$ cat config.mk
export PLATFORM = sky130hd
export DESIGN_NAME = pipe_sync_sram
export DESIGN_NICKNAME = d
export VERILOG_FILES = /design/src/rtl/sram_pkg.sv /design/src/rtl/sram_wr_decode.sv /design/src/rtl/sram_capture.sv /design/src/rtl/sram_array.sv /design/src/rtl/pipe_sync_sram.sv
export SDC_FILE = /design/constraint.sdc
export NUM_CORES = 1
export LEC_CHECK = 0
export ABC_AREA = 0
export CAP_MARGIN = 20
export CORE_ASPECT_RATIO = 1.1
export CORE_MARGIN = 4
export CORE_UTILIZATION = 30
export DETAILED_ROUTE_END_ITERATION = 10
export HOLD_SLACK_MARGIN = 0.06
export SYNTH_ARGS = -nofsm -noshare
export SYNTH_HDL_FRONTEND = slang
export SYNTH_HIERARCHICAL = 1
export SYNTH_SLANG_ARGS = --single-unit
$ cat constraint.sdc
create_clock -name clk -period 2.3 [get_ports clk]
set_clock_uncertainty 0.05 [all_clocks]
set_input_delay 0.345 -clock clk [delete_from_list [all_inputs] [get_ports clk]]
set_output_delay 0.345 -clock clk [all_outputs]
set_load 0.1 [all_outputs]
$ cat src/rtl/sram_pkg.sv
// Package: shared types for the pipelined static memory.
// Assumes: imported by every module of the memory.
package sram_pkg;

    // Kind of access held in the capture stage.
    typedef enum logic [1:0] {
        ACC_IDLE  = 2'd0,
        ACC_READ  = 2'd1,
        ACC_WRITE = 2'd2,
        ACC_DESEL = 2'd3
    } acc_kind_e;

endpackage

$ cat src/rtl/sram_wr_decode.sv
// Module: turns the three-level write controls into per-lane write strobes.
// Assumes: all controls active low; pure combinational, used ahead of the
// capture register so the lane choice can settle until the clock edge.
module sram_wr_decode #(
    parameter int LANES = 4
) (
    input  logic             wr_all_n,
    input  logic             lane_wr_en_n,
    input  logic [LANES-1:0] lane_sel_n,
    output logic [LANES-1:0] lane_we
);

    // Priority: all-lanes write, then enable-gated per-lane selects.
    always_comb begin
        if (!wr_all_n) begin
            lane_we = '1;
        end else if (!lane_wr_en_n) begin
            lane_we = ~lane_sel_n;
        end else begin
            lane_we = '0;
        end
    end

endmodule

$ cat src/rtl/sram_capture.sv
// Module: input register stage; classifies and captures one access per edge.
// Assumes: sleep blocks capture; the captured kind lasts a single cycle.
module sram_capture
    import sram_pkg::*;
#(
    parameter int ADDR_W = 4,
    parameter int LANES  = 4,
    parameter int LANE_W = 9,
    localparam int WORD_W = LANES * LANE_W
) (
    input  logic              clk,
    input  logic              rst_n,
    input  logic              acc_strobe,
    input  logic              sleep,
    input  logic              chip_en_n,
    input  logic              sel_hi,
    input  logic              sel_lo_n,
    input  logic [LANES-1:0]  lane_we,
    input  logic [ADDR_W-1:0] addr,
    input  logic [WORD_W-1:0] wdata,
    output acc_kind_e         kind_q,
    output logic [LANES-1:0]  we_q,
    output logic [ADDR_W-1:0] addr_q,
    output logic [WORD_W-1:0] wdata_q
);

    logic      chip_on;
    acc_kind_e kind_d;

    // Decide the access kind from the pins seen at this edge.
    always_comb begin
        chip_on = !chip_en_n && sel_hi && !sel_lo_n;
        if (!acc_strobe || sleep) begin
            kind_d = ACC_IDLE;
        end else if (!chip_on) begin
            kind_d = ACC_DESEL;
        end else if (|lane_we) begin
            kind_d = ACC_WRITE;
        end else begin
            kind_d = ACC_READ;
        end
    end

    // Register the kind every edge, address and data only on a live access.
    always_ff @(posedge clk) begin
        if (!rst_n) begin
            kind_q  <= ACC_IDLE;
            we_q    <= '0;
            addr_q  <= '0;
            wdata_q <= '0;
        end else begin
            kind_q <= kind_d;
            if (kind_d != ACC_IDLE) begin
                we_q    <= lane_we;
                addr_q  <= addr;
                wdata_q <= wdata;
            end
        end
    end

    AST_SLEEP_BLOCKS: assert property (@(posedge clk) disable iff (!rst_n)
        sleep |=> (kind_q == ACC_IDLE));

    AST_NO_STROBE_IDLE: assert property (@(posedge clk) disable iff (!rst_n)
        !acc_strobe |=> (kind_q == ACC_IDLE));

endmodule

$ cat src/rtl/sram_array.sv
// Module: storage array, one memory per lane, written per lane.
// Assumes: one access per cycle, so read and write never meet; the array
// holds no reset, contents are defined only after being written.
module sram_array #(
    parameter int ADDR_W = 4,
    parameter int LANES  = 4,
    parameter int LANE_W = 9,
    localparam int WORD_W = LANES * LANE_W,
    localparam int DEPTH  = 1 << ADDR_W
) (
    input  logic              clk,
    input  logic [LANES-1:0]  we,
    input  logic [ADDR_W-1:0] addr,
    input  logic [WORD_W-1:0] wdata,
    output logic [WORD_W-1:0] rdata
);

    for (genvar l = 0; l < LANES; l++) begin : g_lane
        logic [LANE_W-1:0] mem [DEPTH];

        // Commit this lane when its strobe is set.
        always_ff @(posedge clk) begin
            if (we[l]) begin
                mem[addr] <= wdata[l*LANE_W +: LANE_W];
            end
        end

        assign rdata[l*LANE_W +: LANE_W] = mem[addr];
    end

endmodule

$ cat src/rtl/pipe_sync_sram.sv
// Module: top of the pipelined static memory. Input stage, array, output
// register and the asynchronous output gating.
// Assumes: a single clock; out_en_n and sleep act without a clock on the
// output only; sleep also blocks new captures in sram_capture.
module pipe_sync_sram
    import sram_pkg::*;
#(
    parameter int ADDR_W = 4,
    parameter int LANES  = 4,
    parameter int LANE_W = 9,
    localparam int WORD_W = LANES * LANE_W
) (
    input  logic              clk,
    input  logic              rst_n,
    input  logic              acc_strobe,
    input  logic              chip_en_n,
    input  logic              sel_hi,
    input  logic              sel_lo_n,
    input  logic              wr_all_n,
    input  logic              lane_wr_en_n,
    input  logic [LANES-1:0]  lane_sel_n,
    input  logic [ADDR_W-1:0] addr,
    input  logic [WORD_W-1:0] wdata,
    input  logic              out_en_n,
    input  logic              sleep,
    output logic [WORD_W-1:0] rdata,
    output logic              rdata_en
);

    logic [LANES-1:0]  lane_we;
    acc_kind_e         kind_q;
    logic [LANES-1:0]  we_q;
    logic [ADDR_W-1:0] addr_q;
    logic [WORD_W-1:0] wdata_q;
    logic [LANES-1:0]  arr_we;
    logic [WORD_W-1:0] arr_rdata;
    logic [WORD_W-1:0] dout_q;
    logic              vld_q;
    logic              drive;

    sram_wr_decode #(.LANES(LANES)) u_dec (
        .wr_all_n     (wr_all_n),
        .lane_wr_en_n (lane_wr_en_n),
        .lane_sel_n   (lane_sel_n),
        .lane_we      (lane_we)
    );

    sram_capture #(.ADDR_W(ADDR_W), .LANES(LANES), .LANE_W(LANE_W)) u_cap (
        .clk        (clk),
        .rst_n      (rst_n),
        .acc_strobe (acc_strobe),
        .sleep      (sleep),
        .chip_en_n  (chip_en_n),
        .sel_hi     (sel_hi),
        .sel_lo_n   (sel_lo_n),
        .lane_we    (lane_we),
        .addr       (addr),
        .wdata      (wdata),
        .kind_q     (kind_q),
        .we_q       (we_q),
        .addr_q     (addr_q),
        .wdata_q    (wdata_q)
    );

    assign arr_we = (kind_q == ACC_WRITE) ? we_q : '0;

    sram_array #(.ADDR_W(ADDR_W), .LANES(LANES), .LANE_W(LANE_W)) u_arr (
        .clk   (clk),
        .we    (arr_we),
        .addr  (addr_q),
        .wdata (wdata_q),
        .rdata (arr_rdata)
    );

    // Output pipeline register: load on read, drop on write or deselect, hold on idle.
    always_ff @(posedge clk) begin
        if (!rst_n) begin
            dout_q <= '0;
            vld_q  <= 1'b0;
        end else begin
            case (kind_q)
                ACC_READ: begin
                    dout_q <= arr_rdata;
                    vld_q  <= 1'b1;
                end
                ACC_WRITE, ACC_DESEL: vld_q <= 1'b0;
                default: ;
            endcase
        end
    end

    // Asynchronous gating of the output drive by enable and sleep.
    always_comb begin
        drive    = vld_q && !out_en_n && !sleep;
        rdata_en = drive;
        rdata    = drive ? dout_q : '0;
    end

    AST_RESET_QUIET: assert property (@(posedge clk)
        !rst_n |=> !vld_q);

    AST_DESEL_DROP: assert property (@(posedge clk) disable iff (!rst_n)
        (kind_q == ACC_DESEL) |=> !rdata_en);

    AST_DESEL_NO_WRITE: assert property (@(posedge clk) disable iff (!rst_n)
        (kind_q == ACC_DESEL) |-> (arr_we == '0));

    AST_WRITE_DROP: assert property (@(posedge clk) disable iff (!rst_n)
        (kind_q == ACC_WRITE) |=> !rdata_en);

    AST_READ_LOADS: assert property (@(posedge clk) disable iff (!rst_n)
        (kind_q == ACC_READ) |=> vld_q);

    AST_IDLE_HOLDS: assert property (@(posedge clk) disable iff (!rst_n)
        (kind_q == ACC_IDLE) |=> ($stable(vld_q) && $stable(dout_q)));

    AST_ALL_LANES: assert property (@(posedge clk) disable iff (!rst_n)
        (acc_strobe && !sleep && !chip_en_n && sel_hi && !sel_lo_n && !wr_all_n)
        |=> (kind_q == ACC_WRITE && we_q == '1));

    AST_CAPTURE: assert property (@(posedge clk) disable iff (!rst_n)
        (acc_strobe && !sleep) |=> (addr_q == $past(addr)));

endmodule

# ---- After elaboration in Yosys (flattened, before gate mapping)
# Memory sizes are Yosys's and may differ from the RTL's. A register that Yosys moved wholly into a read port is not among the register bits.
# Cells that the tools add are included.
# Widths: inputs -> output; s select.
dict set report word_totals {
  in_bits 54
  mem_bits_ro 0
  mem_bits_rw 576
  mem_count 4
  out_inout_bits 37
  latchBits 0
  word_cells 47
  reg_bits 47
}
dict set report op_classes {
  reduce_logical 18
  n_mux 16
  n_shift 0
  n_eq_ne 3
  div_mod_pow 0
  n_addsub 0
  mul 0
  magnitude_cmp 0
  bitwise 1
}
# memory depth word_bits read_ports rd_clocked_by_memory_dff wr line
set mem_list {}
lappend mem_list {{u_arr.g_lane[0].mem} 16 9 1 1 1 sram_array.sv:19} ;# logic [LANE_W-1:0] mem [DEPTH];
lappend mem_list {{u_arr.g_lane[1].mem} 16 9 1 1 1 sram_array.sv:19}
lappend mem_list {{u_arr.g_lane[2].mem} 16 9 1 1 1 sram_array.sv:19}
lappend mem_list {{u_arr.g_lane[3].mem} 16 9 1 1 1 sram_array.sv:19}
# op count
set ops {}
lappend ops {{$mux 36} 1}
lappend ops {{$mux 4} 3}
lappend ops {{$logic_not 1->1} 9}
lappend ops {{$mux 1} 8}
lappend ops {{$mux 2} 3}
lappend ops {{$eq 2x2->1 const B} 2}
lappend ops {{$logic_and 1x1->1} 4}
lappend ops {{$not 4->4} 1}
lappend ops {{$reduce_bool 2->1} 2}
lappend ops {{$reduce_or 4->1} 1}
lappend ops {{$eq 2x1->1 const B} 1}
lappend ops {{$pmux 1 s2} 1}
lappend ops {{$reduce_or 2->1} 1}
lappend ops {{$logic_or 1x1->1} 1}

# ---- Longest topological paths before layout
dict set report depth {
  word_depth 8
  depth_mapped 8
  mapped_depth_nobuf 5
}

# ---- Hierarchy
# The synthesis kept the hierarchy.
# mod cells_each area_each_um2 n_inst seq_area_each_um2
set by_module_without_submodules {}
lappend by_module_without_submodules {sram_array 975 21887.2 1 17296.6}
lappend by_module_without_submodules {pipe_sync_sram 205 1796.7 1 740.7}
lappend by_module_without_submodules {sram_capture 200 1712.9 1 920.9}
lappend by_module_without_submodules {sram_wr_decode 4 20.0 1 0.0}

# ---- Worst setup path after synthesis
# Ideal clock, no wire load.
dict set report synth_path {
  kind {input-to-output}
  start {in sleep}
  end {out rdata[26]}
  arrival_ns 1.764
  stages 3
  setup_slack_ns 0.141
  n_path_buf 1
  required_time_ns 1.905
  path_cell_list {nor3b_4 buf_6 and2_1}
}
dict set report synth_between {
  elab_chain_len 3
}
# element line
set synth_rtl {}
lappend synth_rtl {{start: declaration} pipe_sync_sram.sv:25} ;# input logic sleep,
lappend synth_rtl {{$logic_not 1->1} pipe_sync_sram.sv:94} ;# drive = vld_q && !out_en_n && !sleep;
lappend synth_rtl {{$logic_and 1x1->1} pipe_sync_sram.sv:94}
lappend synth_rtl {{named net rdata_en} pipe_sync_sram.sv:27} ;# output logic rdata_en
lappend synth_rtl {{$mux 36} pipe_sync_sram.sv:96} ;# rdata = drive ? dout_q : '0;
lappend synth_rtl {{end: declaration} pipe_sync_sram.sv:26} ;# output logic [WORD_W-1:0] rdata,
# The timed path passes the listed nets, and every way through them passes these cells.

# ---- Worst setup path in the final report
dict set report layout_path {
  start {reg vld_q}
  end {out rdata[29]}
}
dict set report layout_between {
  elab_chain_len 3
}
# element line
set layout_rtl {}
lappend layout_rtl {{start: declaration} pipe_sync_sram.sv:38} ;# logic vld_q;
lappend layout_rtl {{start signal: assignment} pipe_sync_sram.sv:79} ;# vld_q <= 1'b0;
lappend layout_rtl {{start signal: assignment} pipe_sync_sram.sv:84} ;# vld_q <= 1'b1;
lappend layout_rtl {{start signal: assignment} pipe_sync_sram.sv:86} ;# ACC_WRITE, ACC_DESEL: vld_q <= 1'b0;
lappend layout_rtl {{$logic_and 1x1->1 (2 in a row)} pipe_sync_sram.sv:94}
lappend layout_rtl {{$mux 36} pipe_sync_sram.sv:96}
# Every way passes these cells.

==> out/qor.txt <==
Worst Path Arrival: 1.96 ns
Worst slew pin tran: 1.01 ns
Type of origin of the critical path: register
Core Area: 0.0837 mm²
Clock sink count: 659
Drt first pass iters: 5
Synth warn: 6
Vias: 12900
Hold crit path type: input pin to register
Clock Tree Root: clkbuf_16
Initial drt markers: 1006
Setup crit end: rdata[29]
PwrDens: 759 mW/mm²
Die H: 313 µm
Reg2reg start: u_cap/addr_q[2]$_SDFFE_PN0P_
Final setup vio count: 33
Most frequent cells in the layout: edfxtp_1 (576), nand2_1 (210), mux4_2 (144)
# rows: 111
Sequential share of the synthesized area: 74.6%
Failing checks: negative setup slack
Data required, critical path: 1.90 ns
Maxcap violations: 0
Setup repair after global routing missed its margin: yes
First-pass GRT wire length: 85300 µm
Area growth from synthesis to layout: 21.8%
Setup slack, reg-to-reg: 0.13 ns
DIE WIDTH: 286 µm
Vias per std cell: 4.68
Final Hold Viols: 0
HP Start: rst_n
Share of layout cells above drive strength 1: 26.7%
Avg Cell Area, Syn: 18.4 µm²
# port buffers: 90
Status: complete, but fails checks
Yosys cell types: 26
Post-Syn Area: 0.0254 mm²
Most common cell after layout, fill and taps aside: edfxtp_1
Mapped Nets: 1438
Largest net degree at the start of global routing: 49
Die ar.: 0.0894 mm²
Post-route setup TNS: -0.815 ns
Post-Synthesis Cells: 1384
CP startpoint: vld_q$_SDFFE_PN0P_
Final ANT Viol Nets: 0
I/O Pins: 91
Fillcell total: 7656
CTS Buf Count: 60
Detailed-route wire length per cell: 21.2 µm
Gr usage total: 12.5%
Vias in the first global route: 13400
Total gr overflow: 0
Nets: 1630
Initial Util: 30.3%
Worst Setup End Kind: output pin
TritonCTS clock tree: built
Total wire length: 58500 µm
Max Slew Vio Count: 0
DRC: 0
Fin Hold WS: 0.180 ns
Initial antenna violation count: 2
Longest Clk Path Bufs: 3
Gpl congestion: 0.746
CTS clk-pin slew, worst paths: 0.07 ns
LEAKAGE: 0.00926 µW
Slew HR: 32.6%
Peak VDD IR: 0.573 mV
Setup ws final: -0.0520 ns
Minimum clock period: 2.35 ns
Crit path kind: register to output pin
Fmax: 425 MHz
Crit-path max FO: 8
HPWL Detailed: 36300 µm
Worst reg-to-reg path cell count: 2
RR Endpoint: u_arr/g_lane[1].mem[2][0]$_DFFE_PP_
Final period utilization: 102%
Yosys reg bits: 659
H-tree Lvls: 2
Clock latency on the worst-skew pair: 0.62 ns
-- worst min-delay path by stage --
stage,depth (start not counted),endpoint,slack [ns]
after floorplan,2,dout_q[0]$_SDFFE_PN0N_,0.38
after global placement,2,dout_q[1]$_SDFFE_PN0N_,0.40
after detailed placement,2,dout_q[1]$_SDFFE_PN0N_,0.39
after CTS,3,dout_q[0]$_SDFFE_PN0N_,0.15
after global routing,2,u_cap/wdata_q[17]$_SDFFE_PN0P_,0.17
final,3,dout_q[1]$_SDFFE_PN0N_,0.18
-- kinds of logic (layout without fill, tap and decap cells) --
logic type / Yosys count / count (layout) / share of synthesized area, %
muxes: 180 / 180 / 14.2
and+or+nand+nor: 339 / 339 / 5.66
buffers and inverters: 85 / 327 / 2.05
other: 0 / 1 / 0
AOI/OAI and AO/OA: 121 / 121 / 3.52
DFF: 659 / 659 / 74.6
-- Yosys cell counts --
library cell  instances  share of area [%]
dfxtp_1              83                6.5
a21oi_1               1              0.020
buf_2                27               0.53
nand2b_1              3              0.074
a22oi_1              72                2.1
or2_2                 1              0.025
a21boi_0              4               0.12
mux4_2              144                 13
nand2_1             210                3.1
nor3b_4               1              0.074
nor3b_1               2              0.059
a21boi_1             40                1.2
o21ai_1               4              0.079
and2_1               41                1.0
buf_4                 6               0.18
clkbuf_1             32               0.47
buf_6                15               0.66
nor2b_2               1              0.034
mux2i_1              36                1.4
nor4_1                1              0.025
nand3_1               4              0.079
nor2b_1               7               0.17
buf_8                 3               0.18
edfxtp_1            576                 68
buf_1                 2              0.030
nor2_1               68                1.0
-- per-stage QoR --
stage	power, µW	utilization [%]	cells	instance area [µm²]	setup slack, ns
after floorplan	14000	-	1384	25400	0.141
after global placement	14400	34.5	2633	28900	0.0720
after detailed placement	14500	34.5	2634	28900	0.0528
after CTS	23700	36.7	2746	30700	-0.0952
after global routing	24300	37.0	2756	30900	-0.119
final	23500	37.0	2757	30900	-0.0520
-- final cells by class --
cell class,count,area [µm²],area share [%]
Sequential cell,659,19000,61.3
Multi-Input combinational cell,640,6070,19.6
Timing Repair Buffer,215,2670,8.64
Clock buffer,80,1610,5.19
Tap cell,1130,1410,4.57
Clock inverter,32,209,0.675
Antenna cell,1,2.50,0.00809
-- report_power, final --
part / internal, µW / leakage (µW) / switching, µW
Combinational: 501 / 0.00295 / 518
Clock: 5110 / 0.000886 / 4170
Sequential: 13000 / 0.00543 / 165
Total: 18600 / 0.00926 / 4860
-- worst max-delay path: stages (launching register included) --
cell and delay [ns]:
dfxtp_4 0.37, nor3b_4 0.22, buf_12 0.19, clkbuf_16 0.20, and2_4 0.16, buf_12 0.16
-- state kept, by name, indices dropped and copies added, names as in the netlist --
name,count
u_cap/kind_q,2
u_arr/g_lane.mem,576
dout_q,36
u_cap/wdata_q,36
u_cap/addr_q,4
u_cap/we_q,4
vld_q,1
-- routing by layer --
metal	global-route usage (%)	part of all wire, %
met2	20.8	49
met4	3.15	2.1
met1	16.9	43
met5	0	0.034
met3	2.31	6.0
-- what timing repair did --
item | CTS | global route
pin swaps | 0 | 21
endpoints found under the setup margin | 36 | 71
resized for setup | 1 | 47
setup buffers | 0 | 6
gates cloned | 0 | 4
hold buffers | 0 | 0
Power figures use the tool's default switching activity.
